### config.mk
export PLATFORM = sky130hd
export DESIGN_NAME = rtc_wrbuf
export DESIGN_NICKNAME = d
export VERILOG_FILES = /design/src/rtl/rtcwb_pkg.sv /design/src/rtl/wb_slot.sv /design/src/rtl/wb_tick_sel.sv /design/src/rtl/wb_flags.sv /design/src/rtl/rtc_wrbuf.sv
export SDC_FILE = /design/constraint.sdc
export NUM_CORES = 1
export LEC_CHECK = 0
export BUFFER_PORTS_ARGS = -buffer_cell sky130_fd_sc_hd__buf_2
export CAP_MARGIN = 10
export CORE_UTILIZATION = 55
export DETAILED_ROUTE_END_ITERATION = 16
export PLACE_DENSITY_LB_ADDON = 0.25
export SYNTH_ARGS = -nofsm -noshare
export SYNTH_HDL_FRONTEND = slang
export SYNTH_SLANG_ARGS = --single-unit
### constraint.sdc
create_clock -name clk -period 2.75 [get_ports clk]
set_clock_uncertainty 0.15 [all_clocks]
set_input_delay 0.55 -clock clk [delete_from_list [all_inputs] [get_ports clk]]
set_output_delay 0.55 -clock clk [all_outputs]
set_load 0.05 [all_outputs]
### src/rtl/rtcwb_pkg.sv
package rtcwb_pkg;

  localparam int IDX_W = 3;

  typedef enum logic [IDX_W-1:0] {
    SEL_TIME   = 3'd0,
    SEL_ALARM  = 3'd1,
    SEL_SWATCH = 3'd2,
    SEL_MASK   = 3'd3,
    SEL_PRESC  = 3'd4,
    SEL_ISTAT  = 3'd5
  } reg_sel_e;

  // Index goes through the holding slot
  function automatic logic is_buffered(logic [IDX_W-1:0] idx);
    return idx <= SEL_PRESC;
  endfunction

  // Index bypasses the slot
  function automatic logic is_bypass(logic [IDX_W-1:0] idx);
    return idx == SEL_ISTAT;
  endfunction

  // Next value of the complete flag: a commit outranks a clear
  function automatic logic next_done(logic cur, logic commit, logic clear);
    if (commit) return 1'b1;
    if (clear)  return 1'b0;
    return cur;
  endfunction

endpackage

### src/rtl/wb_slot.sv
module wb_slot
  import rtcwb_pkg::*;
#(
  parameter int DATA_W = 32
) (
  input  logic              clk,
  input  logic              rst_n,
  input  logic              req,
  input  logic [IDX_W-1:0]  req_idx,
  input  logic [DATA_W-1:0] req_data,
  input  logic              tick,
  output logic              pending,
  output logic              fire,
  output logic [IDX_W-1:0]  held_idx,
  output logic [DATA_W-1:0] held_data,
  output logic              commit_stb,
  output logic [IDX_W-1:0]  commit_idx,
  output logic [DATA_W-1:0] commit_data
);

  logic take;

  assign take = req & ~pending;
  assign fire = tick & pending;

  always_ff @(posedge clk or negedge rst_n) begin
    if (!rst_n) begin
      pending   <= 1'b0;
      held_idx  <= '0;
      held_data <= '0;
    end else if (fire) begin
      pending <= 1'b0;
    end else if (take) begin
      pending   <= 1'b1;
      held_idx  <= req_idx;
      held_data <= req_data;
    end
  end

  always_ff @(posedge clk or negedge rst_n) begin
    if (!rst_n) begin
      commit_stb  <= 1'b0;
      commit_idx  <= '0;
      commit_data <= '0;
    end else begin
      commit_stb <= fire;
      if (fire) begin
        commit_idx  <= held_idx;
        commit_data <= held_data;
      end
    end
  end

endmodule

### src/rtl/wb_tick_sel.sv
module wb_tick_sel
  import rtcwb_pkg::*;
#(
  parameter logic PRESC_RST = 1'b0
) (
  input  logic             clk,
  input  logic             rst_n,
  input  logic             fire,
  input  logic [IDX_W-1:0] held_idx,
  input  logic             held_presc_bit,
  input  logic             held_wcie_bit,
  input  logic             tick_sec,
  input  logic             tick_sub,
  output logic             active_tick,
  output logic             presc_en,
  output logic             wcie
);

  assign active_tick = presc_en ? tick_sec : tick_sub;

  always_ff @(posedge clk or negedge rst_n) begin
    if (!rst_n) begin
      presc_en <= PRESC_RST;
      wcie     <= 1'b0;
    end else if (fire) begin
      if (held_idx == SEL_PRESC) presc_en <= held_presc_bit;
      if (held_idx == SEL_MASK)  wcie     <= held_wcie_bit;
    end
  end

endmodule

### src/rtl/wb_flags.sv
module wb_flags
  import rtcwb_pkg::*;
#(
  parameter int STAT_W   = 16,
  parameter int DONE_POS = 15
) (
  input  logic              clk,
  input  logic              rst_n,
  input  logic              fire,
  input  logic              istat_wr,
  input  logic [STAT_W-1:0] istat_wdata,
  output logic              done,
  output logic              clr_hit,
  output logic              istat_stb,
  output logic [STAT_W-1:0] istat_data
);

  assign clr_hit = istat_wr & istat_wdata[DONE_POS];

  always_ff @(posedge clk or negedge rst_n) begin
    if (!rst_n) begin
      done       <= 1'b0;
      istat_stb  <= 1'b0;
      istat_data <= '0;
    end else begin
      done      <= next_done(done, fire, clr_hit);
      istat_stb <= istat_wr;
      if (istat_wr) istat_data <= istat_wdata;
    end
  end

endmodule

### src/rtl/rtc_wrbuf.sv
module rtc_wrbuf
  import rtcwb_pkg::*;
#(
  parameter int   DATA_W    = 32,
  parameter int   STAT_W    = 16,
  parameter int   PEND_POS  = 14,
  parameter int   DONE_POS  = 15,
  parameter int   WCIE_POS  = 15,
  parameter int   PRESC_POS = 0,
  parameter logic PRESC_RST = 1'b0
) (
  input  logic              clk,
  input  logic              rst_n,
  input  logic              bus_wr_en,
  input  logic [2:0]        bus_wr_idx,
  input  logic [DATA_W-1:0] bus_wr_data,
  input  logic              tick_sec,
  input  logic              tick_sub,
  output logic              commit_stb,
  output logic [2:0]        commit_idx,
  output logic [DATA_W-1:0] commit_data,
  output logic              istat_stb,
  output logic [STAT_W-1:0] istat_data,
  output logic [STAT_W-1:0] status_word,
  output logic              wc_irq
);

  // Named internal events
  logic              buf_req;
  logic              istat_hit;
  logic              sync_tick;
  logic              slot_pending;
  logic              slot_fire;
  logic [IDX_W-1:0]  slot_idx;
  logic [DATA_W-1:0] slot_data;
  logic              presc_en;
  logic              wcie;
  logic              flag_done;
  logic              flag_clr;

  assign buf_req   = bus_wr_en & is_buffered(bus_wr_idx);
  assign istat_hit = bus_wr_en & is_bypass(bus_wr_idx);

  wb_slot #(.DATA_W(DATA_W)) slot_i (
    .clk         (clk),
    .rst_n       (rst_n),
    .req         (buf_req),
    .req_idx     (bus_wr_idx),
    .req_data    (bus_wr_data),
    .tick        (sync_tick),
    .pending     (slot_pending),
    .fire        (slot_fire),
    .held_idx    (slot_idx),
    .held_data   (slot_data),
    .commit_stb  (commit_stb),
    .commit_idx  (commit_idx),
    .commit_data (commit_data)
  );

  wb_tick_sel #(.PRESC_RST(PRESC_RST)) tick_i (
    .clk            (clk),
    .rst_n          (rst_n),
    .fire           (slot_fire),
    .held_idx       (slot_idx),
    .held_presc_bit (slot_data[PRESC_POS]),
    .held_wcie_bit  (slot_data[WCIE_POS]),
    .tick_sec       (tick_sec),
    .tick_sub       (tick_sub),
    .active_tick    (sync_tick),
    .presc_en       (presc_en),
    .wcie           (wcie)
  );

  wb_flags #(.STAT_W(STAT_W), .DONE_POS(DONE_POS)) flags_i (
    .clk         (clk),
    .rst_n       (rst_n),
    .fire        (slot_fire),
    .istat_wr    (istat_hit),
    .istat_wdata (bus_wr_data[STAT_W-1:0]),
    .done        (flag_done),
    .clr_hit     (flag_clr),
    .istat_stb   (istat_stb),
    .istat_data  (istat_data)
  );

  always_comb begin
    status_word           = '0;
    status_word[PEND_POS] = slot_pending;
    status_word[DONE_POS] = flag_done;
  end

  assign wc_irq = flag_done & wcie;

endmodule

After elaboration in Yosys (flattened, before gate mapping)

Index checks and enable logic that the tools add are counted.

Word-level logic and storage cells: 38
Output and inout bits: 70
Flip-flop bits (word level): 92

Multiplexer cells: 10
Equal/unequal tests: 3
Bitwise logic cells: 8
Reduce and logical (&&, ||, !) cells: 5
$lt $le $gt $ge: 1

Operator list:

| kind               | number |
|---|---|
| $mux 1             | 10 |
| $and 1x1->1        | 6 |
| $eq 3x3->1 const B | 2 |
| $reduce_and 2->1   | 3 |
| $reduce_bool 2->1  | 2 |
| $eq 3x2->1 const B | 1 |
| $le 3x3->1 const B | 1 |
| $not 1->1          | 2 |

Logic depth before layout (Yosys ltp)

Gate-level depths: netlist of run 1.

Word-level depth: 7
Depth in mapped cells: 5

By module

Synthesis of run 1 repeated with hierarchy kept, for this count alone.

Cell total of the unflattened synthesis: 222
Area total of the unflattened synthesis: 3663.5 um^2

By module, submodules not included:

| module      | area each (um^2) | cells an instance | times used |
|---|---|---|---|
| wb_slot     | 2696.3           | 154               | 1 |
| wb_flags    | 706.9            | 40                | 1 |
| rtc_wrbuf   | 151.4            | 21                | 1 |
| wb_tick_sel | 108.9            | 7                 | 1 |

Worst setup path before layout of run 1

OpenSTA, ideal clock, no wires.

Path type: input -> register
Start point: input port tick_sub
End point: register slot_i.commit_data[14]
Path buffers: 1
Library setup time: 0.125 ns
Setup slack: 1.071 ns
Stages: 4
Arrival time: 1.404 ns
Required time: 2.475 ns
Cell sequence: mux2_4 > nand2_4 > buf_4 > mux2_2

Cells in the longest elaborated chain, start to end: 2

RTL lines:

| what                 | line              | text |
|---|---|---|
| start, declared      | rtc_wrbuf.sv:18   | `input logic tick_sub,` |
| $mux 1               | wb_tick_sel.sv:19 | `assign active_tick = presc_en ? tick_sec : tick_sub;` |
| $and 1x1->1          | wb_slot.sv:24     | `assign fire = tick & pending;` |
| end signal, assigned | wb_slot.sv:49     | `commit_data <= held_data;` |
| end, declared        | wb_slot.sv:18     | `output logic [DATA_W-1:0] commit_data` |

No other way between the ends.
A chain may end at the register's enable or synchronous reset.

Final worst setup path of run 1

Start point: register slot_i.pending
End point: output port status_word[14]

RTL lines:

| what                   | line            | text |
|---|---|---|
| start, declared        | wb_slot.sv:12   | `output logic pending,` |
| start signal, assigned | wb_slot.sv:28   | `pending <= 1'b0;` |
| start signal, assigned | wb_slot.sv:32   | `pending <= 1'b0;` |
| start signal, assigned | wb_slot.sv:34   | `pending <= 1'b1;` |
| end, declared          | rtc_wrbuf.sv:24 | `output logic [STAT_W-1:0] status_word,` |

No word-level cell between the ends.

==> run_results.csv, run 1 <==
group,metric,value,unit
timing,slew_viol_final,0,
worst_setup_path,cp-end-kind,"output port",
clocking,cts_max_path_buffers,2,
grt,grt_max_degree,41,
placement,place_hpwl,4737,um
worst_setup_path,cp_num_cells,1,
placement,pre_cts_slack,726.2,ps
timing,rsz0062_at_grt,"false",
logic_synthesis,avgSynthCellArea,14.01,um2
pwr,p_leak,0.002187,uW
timing,fmax,534.9,MHz
pwr,cellPowerDensity,1327,mW/mm2
timing,finalSetupTns,0,ps
worst_setup_path,arrival,1170,ps
timing,period_needed,1870,ps
worst_setup_path,crit_path_top_delay_cell,"dfrtp_1",
worst_setup_path,crit_required,2050,ps
drt,drt-total-wl,6702,um
worst_setup_path,critical_path.cell_chain,"buf_2",
logic_synthesis,synth_edf_count,0,
placement,place_inst,427,
floorplan,core-area,0.006386,mm2
floorplan,dieArea,0.006977,mm2
clocking,cts.clk_slew.worst_paths,80,ps
worst_setup_path,crit_family,"flip-flops",
logic_synthesis,syn_inst,261,
floorplan,die_x,83.53,um
timing,setup_ws,880.5,ps
clocking,cts.sinks,92,
pwr,peakVddDrop,875.5,uV
placement,gp_congestion,0.7576,
clocking,cts_resized,0,
layout,area_growth,19.03,%
logic_synthesis,synthTopCellsByArea,"dfrtp_1 (63%), mux2_2 (19%), nand2_1 (5.1%), buf_4 (3.7%), mux2_4 (3.7%)",
drt,met1_length,2921,um
flow_run,cap_violations,0,
clocking,h-tree-depth,3,
logic_synthesis,ys_seq_elements,92,
floorplan,start_util,0.5725,
clocking,cts_tree,"built",
layout,diodes,0,
worst_setup_path,startpoint_type,"flop",
logic_synthesis,async_flop_share,1.000,
logic_synthesis,synth_cell_types,25,
worst_setup_path,reg2reg_depth,4,
logic_synthesis,yosysSeqAreaShare,0.6297,
drt,num_vias,2233,
pwr,finalPower,5776,uW
clocking,cts_root_buffer,"clkbuf_8",
worst_setup_path,slowest_delay,510,ps
layout,nets,402,
grt,grt_pass1_wl,11240,um
timing,final.period_utilization,0.6798,
drt,first_iter_violations,88,
logic_synthesis,synthTopCellsByCount,"dfrtp_1 (92), mux2_2 (61), nand2_1 (50)",
drt,dr.pass1.iters,4,
layout,drive_gt1_frac,0.5204,
grt,antenna_found_initial,0,
drt,ant_nets,0,
grt,grt_pass1_vias,2296,
grt,grt_usage,0.2098,
timing,hold_slack,266.7,ps
clocking,clk_latency,330,ps
drt,wl_met3,345,um
worst_hold_path,hold_path.class,"in -> reg",
timing,hold_violations,0,
logic_synthesis,yosysWarnings,0,
floorplan,die_y,83.53,um
worst_hold_path,whs_path_depth,3,
logic_synthesis,synth.largest_area_cell,"dfrtp_1",
floorplan,num_rows,29,
worst_setup_path,worstSetupPathType,"reg -> out",
drt,wl_met2,3278,um
logic_synthesis,yosysMostFrequentCell,"dfrtp_1",
floorplan,num_io_pins,110,
drt,wl_per_cell,15.09,um
clocking,numCtsBuffers,9,
worst_setup_path,crit_fanout,7,
timing,setup-violations-final,0,
drt,highest_layer,"met4",
layout,fillers,463,
placement,port_buffers,95,
worst_setup_path,critPathBufInv,1,
logic_synthesis,syn_area,0.003656,mm2
logic_synthesis,synth_ff_type,"dfrtp_1",
grt,grt-ovfl-total,0,
status,outcome,"completed",
logic_synthesis,synth_top_area_frac,0.6297,
drt,routed_via_density,5.029,
drt,drc,0,
layout,final_cells,444,
## through the flow
step | area, um2 | util
2_1_floorplan | 3705 | -
3_3_place_gp | 4153 | 0.6503
3_5_place_dp | 4153 | 0.6503
4_1_cts | 4352 | 0.6814
5_1_grt | 4352 | 0.6814
6_report | 4352 | 0.6814
## cells by family (layout without fill, tap and decap cells)
logic type | Yosys count | after routing | synth area share
AO/OA/AOI/OAI | 7 | 7 | 0.01061
flip-flops | 92 | 92 | 0.6297
multiplexers | 70 | 70 | 0.2248
buffers and inverters | 27 | 120 | 0.05544
AND/OR/NAND/NOR | 64 | 64 | 0.07837
other | 1 | 14 | 0.001026
## registers in the layout, indices dropped and copies added (netlist names), 3 cells and up
register	flops
slot_i.commit_idx	3
slot_i.held_idx	3
flags_i.istat_data	16
slot_i.held_data	32
slot_i.commit_data	32
## final timing paths
check                                                          end                              start  slack [ps]
min in group asynchronous       slot_i.commit_data[25]$_DFFE_PN0P_                              rst_n         530
worst min register to register   flags_i.istat_data[3]$_DFFE_PN0P_  flags_i.istat_data[3]$_DFFE_PN0P_         330
max in group asynchronous         slot_i.held_data[30]$_DFFE_PN0P_                              rst_n        1270
worst min-delay path             flags_i.istat_data[3]$_DFFE_PN0P_                     bus_wr_data[3]         270
worst max register to register  slot_i.commit_data[11]$_DFFE_PN0P_        tick_i.presc_en$_DFFE_PN0P_         950
worst max-delay path                               status_word[14]         slot_i.pending$_DFFE_PN0P_         880
## layer usage
metal  global-route usage  up-vias
li1                     -     1043
met1               0.2765     1100
met2               0.3338       77
met3              0.04748       13
met4              0.09861        0
met5                    0        -
## area by class of cell
type / instances / area (um2) / area share
Clock buffer: 13 / 168.9 / 0.03882
Clock inverter: 3 / 20.02 / 0.004600
Inverter: 3 / 13.76 / 0.003163
Multi-Input combinational cell: 155 / 1200 / 0.2757
Sequential cell: 92 / 2302 / 0.5290
Tap cell: 77 / 96.34 / 0.02214
Timing Repair Buffer: 101 / 550.5 / 0.1265
## what timing repair did
| item | CTS | global route |
|---|---|---|
| buffers inserted | 0 | 0 |
| hold buffers | 1 | 0 |
| endpoints found under the hold margin | 29 | 0 |
## power breakdown
part	switching (uW)	internal (uW)	leakage, uW
clock	435	402	0.0000917
combinational	1750	901	0.00100
sequential	326	1960	0.00110
total	2510	3260	0.00219
## cell usage in the layout (no fill, tap or decap), types with 4 or more instances in the layout
cell,synthesis,routed
a21oi_1,4,4
clkbuf_8,0,12
dfrtp_1,92,92
mux2_4,9,9
nor2_1,5,5
nand2_1,50,50
buf_2,1,94
buf_4,18,4
conb_1,1,14
mux2_2,61,61
(Power assumes the default switching activity.)
==> run 2: changes to the inputs <==
--- a/config.mk
+++ b/config.mk
@@ -7,7 +7,7 @@
 export LEC_CHECK = 0
 export BUFFER_PORTS_ARGS = -buffer_cell sky130_fd_sc_hd__buf_2
 export CAP_MARGIN = 10
-export CORE_UTILIZATION = 55
+export CORE_UTILIZATION = 46
 export DETAILED_ROUTE_END_ITERATION = 16
 export PLACE_DENSITY_LB_ADDON = 0.25
 export SYNTH_ARGS = -nofsm -noshare
==> constraint.sdc (replaced) <==
create_clock -name clk -period 1.63 [get_ports clk]
set_clock_uncertainty 0.15 [all_clocks]
set_input_delay 0.326 -clock clk [delete_from_list [all_inputs] [get_ports clk]]
set_output_delay 0.326 -clock clk [all_outputs]
set_load 0.05 [all_outputs]
==> run 2 against run 1 <==
  * Count of clock-buffer cells in the layout decreased by 1
  * Hold slack worse by 240 ps
  * Critical path depth grew 3
  * Flip-flop and latch count is the same
==> run_results.csv, run 2 (synthesis gave the netlist of run 1 again) <==
group,metric,value,unit
floorplan,die_y,91.15,um
layout,final_common_cell,"buf_2",
clocking,cts.sinks,92,
worst_setup_path,crit_required,1710,ps
worst_setup_path,crit_end,"slot_i.commit_data[28]$_DFFE_PN0P_",
timing,fmax,622.4,MHz
grt,globalRouteMet3Util,0.04439,
timing,setup_ws,23.40,ps
layout,final_cell_area,0.004514,mm2
timing,rsz0062_at_grt,"true",
clocking,numCtsBuffers,9,
grt,busiest_layer,"met2",
placement,placed_area,0.004287,mm2
timing,slew_viol_final,0,
clocking,h-tree-depth,3,
clocking,cts.clk_slew.worst_paths,90,ps
status,outcome,"completed",
worst_setup_path,crit_fanout,10,
timing,hold_slack,29.23,ps
grt,grt_usage,0.1735,
layout,final_util,0.5872,
placement,pre_cts_slack,14.77,ps
worst_hold_path,min_from,"bus_wr_data[12]",
pwr,clkPwrFrac,0.135,
drt,wl_per_cell,14.25,um
worst_setup_path,rrSetupSlack,20,ps
drt,routed_via_density,4.712,
flow_run,cap_violations,0,
clocking,cts_max_path_buffers,2,
worst_setup_path,r2r-end,"slot_i.commit_data[28]$_DFFE_PN0P_",
pwr,switching_share,0.4320,
placement,place_hpwl,4781,um
pwr,pwr-share-comb,0.480,
pwr,p_int,5655,uW
layout,largestRegisters,"slot_i.commit_data (32), slot_i.held_data (32), flags_i.istat_data (16)",
worst_setup_path,startpoint_type,"flop",
placement,port_buffers,95,
pwr,netSwitchingPower,4301,uW
worst_setup_path,reg2reg_depth,4,
worst_setup_path,arrival,1690,ps
drt,drt-total-wl,6785,um
grt,grt_use_met2,0.2809,
grt,antenna_found_initial,0,
drt,drc,0,
floorplan,num_io_pins,110,
clocking,cts_tree,"built",
layout,area_growth,23.48,%
floorplan,start_util,0.4756,
placement,gp_congestion,0.7504,
drt,num_vias,2243,
clocking,clk_latency,350,ps
layout,final_cell_mix,"buf_2 (93), dfrtp_1 (92), mux2_2 (53), nand2_1 (50), mux2_4 (17)",
layout,nets,409,
grt,grt-ovfl-total,0,
worst_setup_path,cp-end-kind,"flop",
layout,drive_gt1_frac,0.5267,
floorplan,num_rows,32,
clocking,cts_root_buffer,"clkbuf_8",
worst_setup_path,worstSetupPathType,"reg -> reg",
floorplan,core-area,0.007687,mm2
timing,setup-violations-final,0,
worst_setup_path,crit_start,"tick_i.presc_en$_DFFE_PN0P_",
drt,ant_nets,0,
grt,use_met1,0.2177,
worst_setup_path,timing.rr.start,"tick_i.presc_en$_DFFE_PN0P_",
floorplan,die_x,91.15,um
grt,grt_pass1_vias,2279,
grt,grt_pass1_wl,11070,um
pwr,pwr-share-seq,0.385,
drt,first_iter_violations,63,
timing,period_needed,1607,ps
grt,grt_max_degree,44,
layout,diodes,0,
timing,final.period_utilization,0.9856,
clocking,cts_setup_buffers,0,
drt,dr.pass1.iters,4,
pwr,peakVddDrop,967.0,uV
floorplan,dieArea,0.008308,mm2
worst_hold_path,hold_path.class,"in -> reg",
pwr,cellPowerDensity,2205,mW/mm2
timing,hold_violations,0,
pwr,finalPower,9955,uW
pwr,p_leak,0.002269,uW
-- run 2: changes by cell type in the layout (fill, tap and decap cells not counted), moves of 2 or more --
cell / change
mux2_2: -8
buf_4: +3
buf_12: +4
clkbuf_8: -2
mux2_4: +8
-- run 2: final cells by class --
type	count	area (um2)
Clock buffer	12	145.1
Tap cell	102	127.6
Clock inverter	4	25.02
Timing Repair Buffer	108	659.4
Multi-Input combinational cell	155	1239
Inverter	3	16.27
Fill cell	685	3173
Sequential cell	92	2302
-- run 2: how the worst min path moves through the flow --
stage | end | slack (ps) | cells past startpoint
after floorplan | flags_i.done$_DFFE_PN0P_ | -120 | 0
after global placement | slot_i.commit_data[20]$_DFFE_PN0P_ | 30 | 1
after global routing | flags_i.istat_data[8]$_DFFE_PN0P_ | 20 | 3
after CTS | flags_i.istat_data[3]$_DFFE_PN0P_ | 8 | 3
final | flags_i.istat_data[12]$_DFFE_PN0P_ | 30 | 3
after detailed placement | slot_i.commit_data[20]$_DFFE_PN0P_ | 40 | 1
-- run 2: timing repair --
action                                  4_1_cts  5_1_grt
endpoints found under the setup margin        1       27
hold buffers                                  1        0
endpoints found under the hold margin        92        0
resized for setup                             1       11
-- run 2: stage by stage --
| step | cells | setup TNS, ps |
|---|---|---|
| 5_1_grt | 476 | -56.01 |
| 3_5_place_dp | 459 | 0 |
| 4_1_cts | 476 | 0 |
| 6_report | 476 | 0 |
| 2_1_floorplan | 274 | 0 |
| 3_3_place_gp | 459 | 0 |
-- run 2: power by group through the flow --
| stage | combinational (uW) | clock [uW] | sequential [uW] |
|---|---|---|---|
| after floorplan | 1790 | 0 | 5660 |
| after global placement | 4600 | 0 | 3830 |
| after detailed placement | 4690 | 0 | 3880 |
| after CTS | 4700 | 1390 | 3840 |
| after global routing | 5040 | 1470 | 3970 |
| final | 4770 | 1340 | 3840 |
-- run 2: critical path: stages, from the launching register on --
cell and delay, ps:
dfrtp_1 410, mux2_4 350, nand2_8 110, buf_12 140
mux2_2 330
-- run 2: metal layers --
metal  wire length (um)  part of all wire
met1               3009              0.44
met2               3256              0.48
met3                413             0.061
met4                106             0.016
met5                  0                 0
==> run 3: changes to the inputs <==
--- a/config.mk
+++ b/config.mk
@@ -9,7 +9,7 @@
 export CAP_MARGIN = 10
 export CORE_UTILIZATION = 46
 export DETAILED_ROUTE_END_ITERATION = 16
-export PLACE_DENSITY_LB_ADDON = 0.25
+export PLACE_DENSITY = 0.75
 export SYNTH_ARGS = -nofsm -noshare
 export SYNTH_HDL_FRONTEND = slang
 export SYNTH_SLANG_ARGS = --single-unit
==> run 3 against run 2 <==
  * Hold slack got worse by 1.6 ps
  * Clock power rose by 26%
  * Count of clock-buffer cells in the layout fell by 2
  * Power rose by 3.0%
  * Flip-flop and latch count did not move
  * Via count rose by 1.6%
  * Wire length rose by 4.5%
  * Critical endpoint is now slot_i.commit_data[23]$_DFFE_PN0P_
  * Largest cell class unchanged
  * Largest power group unchanged
==> run_results.csv, run 3 (synthesis gave the netlist of run 1 again) <==
group,metric,value,unit
timing,hold_slack,27.60,ps
pwr,cellPowerDensity,2252,mW/mm2
timing,period_needed,1620,ps
floorplan,dieArea,0.008308,mm2
worst_setup_path,reg2reg_depth,4,
status,outcome,"completed",
layout,final_common_cell,"buf_2",
worst_hold_path,hold_path.class,"in -> reg",
worst_hold_path,whs_path_depth,3,
drt,first_iter_violations,57,
worst_setup_path,crit_path_top_delay_cell,"dfrtp_1",
worst_setup_path,cp_num_cells,4,
worst_setup_path,crit_start,"tick_i.presc_en$_DFFE_PN0P_",
clocking,cts.clk_slew.worst_paths,90,ps
worst_setup_path,timing.rr.start,"tick_i.presc_en$_DFFE_PN0P_",
clocking,cts_root_buffer,"clkbuf_8",
worst_setup_path,slowest_delay,400,ps
drt,wl_per_cell,14.80,um
worst_setup_path,crit_end,"slot_i.commit_data[23]$_DFFE_PN0P_",
worst_setup_path,crit_fanout,7,
drt,ant_nets,0,
timing,slew_viol_final,0,
drt,routed_via_density,4.756,
clocking,cts_max_path_buffers,2,
flow_run,cap_violations,0,
clocking,h-tree-depth,3,
timing,fmax,617.2,MHz
worst_setup_path,worstSetupPathType,"reg -> reg",
pwr,pwr-share-seq,0.379,
drt,num_vias,2278,
pwr,peakVddDrop,775.4,uV
timing,finalSetupTns,0,ps
layout,nets,412,
pwr,clkPwrFrac,0.164,
timing,rsz0062_at_grt,"true",
layout,area_growth,24.57,%
floorplan,start_util,0.4756,
floorplan,num_io_pins,110,
pwr,netSwitchingPower,4359,uW
timing,hold_violations,0,
placement,place_hpwl,5108,um
placement,pre_cts_slack,2.317,ps
worst_setup_path,r2r-end,"slot_i.commit_data[23]$_DFFE_PN0P_",
worst_setup_path,startpoint_type,"flop",
grt,grt_max_degree,31,
clocking,cts_tree,"built",
clocking,cts.sinks,92,
layout,largestRegisters,"slot_i.commit_data (32), slot_i.held_data (32), flags_i.istat_data (16)",
pwr,switching_share,0.4249,
drt,drt-total-wl,7090,um
worst_hold_path,min_from,"bus_wr_data[9]",
worst_setup_path,critPathBufInv,1,
grt,grt_usage,0.1849,
grt,antenna_found_initial,0,
floorplan,die_x,91.15,um
pwr,p_leak,0.002274,uW
worst_setup_path,rrSetupSlack,10,ps
grt,grt-ovfl-total,0,
grt,grt_pass1_wl,11810,um
worst_setup_path,arrival,1700,ps
pwr,pwr-share-comb,0.457,
worst_setup_path,cp-end-kind,"flop",
timing,final.period_utilization,0.9940,
placement,gp_congestion,0.8448,
clocking,numCtsBuffers,9,
pwr,p_int,5898,uW
worst_setup_path,crit_required,1710,ps
layout,final_cell_mix,"buf_2 (92), dfrtp_1 (91), mux2_2 (61), nand2_1 (50), conb_1 (14)",
floorplan,num_rows,32,
layout,diodes,0,
placement,port_buffers,95,
worst_setup_path,critical_path.cell_chain,"mux2_4, nand2_8, clkbuf_16, mux2_2",
floorplan,die_y,91.15,um
clocking,clk_latency,350,ps
worst_setup_path,crit_family,"multiplexers",
timing,setup_ws,9.822,ps
grt,grt_pass1_vias,2393,
layout,drive_gt1_frac,0.5385,
drt,drc,0,
drt,dr.pass1.iters,4,
floorplan,core-area,0.007687,mm2
timing,setup-violations-final,0,
run 3: worst min-delay path, stage by stage:
cell     delay (ps)
buf_2            90
nand2_1          40
nand2_1          40
run 3: through the flow:
| step | total power (uW) | std cells | area, um2 | util |
|---|---|---|---|---|
| floorplan | 7442 | 274 | 3705 | - |
| global placement | 8351 | 458 | 4254 | 0.5534 |
| detailed placement | 8522 | 458 | 4254 | 0.5534 |
| CTS | 10250 | 475 | 4504 | 0.5859 |
| global route | 10770 | 479 | 4554 | 0.5924 |
| finish | 10260 | 479 | 4554 | 0.5924 |
run 3: area by class of cell:
cell class / count / area, um2
fill: 640 / 3133
sequential: 92 / 2303
multi-input combinational: 155 / 1209
timing repair buffer: 111 / 673.1
clock buffer: 10 / 137.6
tap: 102 / 127.6
clock inverter: 6 / 87.58
inverter: 3 / 16.27
run 3: worst min path at each step:
stage                                         endpoint  slack (ps)
finish               flags_i.istat_data[9]$_DFFE_PN0P_          30
global placement    slot_i.commit_data[26]$_DFFE_PN0P_         110
global route         flags_i.istat_data[3]$_DFFE_PN0P_          30
detailed placement  slot_i.commit_data[30]$_DFFE_PN0P_         110
floorplan                     flags_i.done$_DFFE_PN0P_        -120
CTS                  flags_i.istat_data[7]$_DFFE_PN0P_          20
run 3: power by group through the flow:
| stage | Combinational, uW | Clock, uW | Sequential [uW] |
|---|---|---|---|
| after global routing | 4930 | 1840 | 4010 |
| after CTS | 4630 | 1730 | 3890 |
| after detailed placement | 4600 | 0 | 3930 |
| final | 4690 | 1690 | 3880 |
| after floorplan | 1790 | 0 | 5660 |
| after global placement | 4500 | 0 | 3850 |
run 3: per-layer routing:
metal  global-route usage  vias up  wire [um]
li1                     -     1065          -
met1               0.2407     1133       3174
met2               0.3011       67       3475
met3              0.04104       13        307
met4              0.07407        0        133
met5                    0        -          0
run 3: what timing repair did:
| item | CTS | global route |
|---|---|---|
| gates cloned | 0 | 1 |
| setup buffers | 0 | 3 |
| hold buffers | 1 | 0 |
| setup endpoints to repair | 11 | 24 |
| resized for setup | 4 | 1 |
| endpoints found under the hold margin | 22 | 0 |
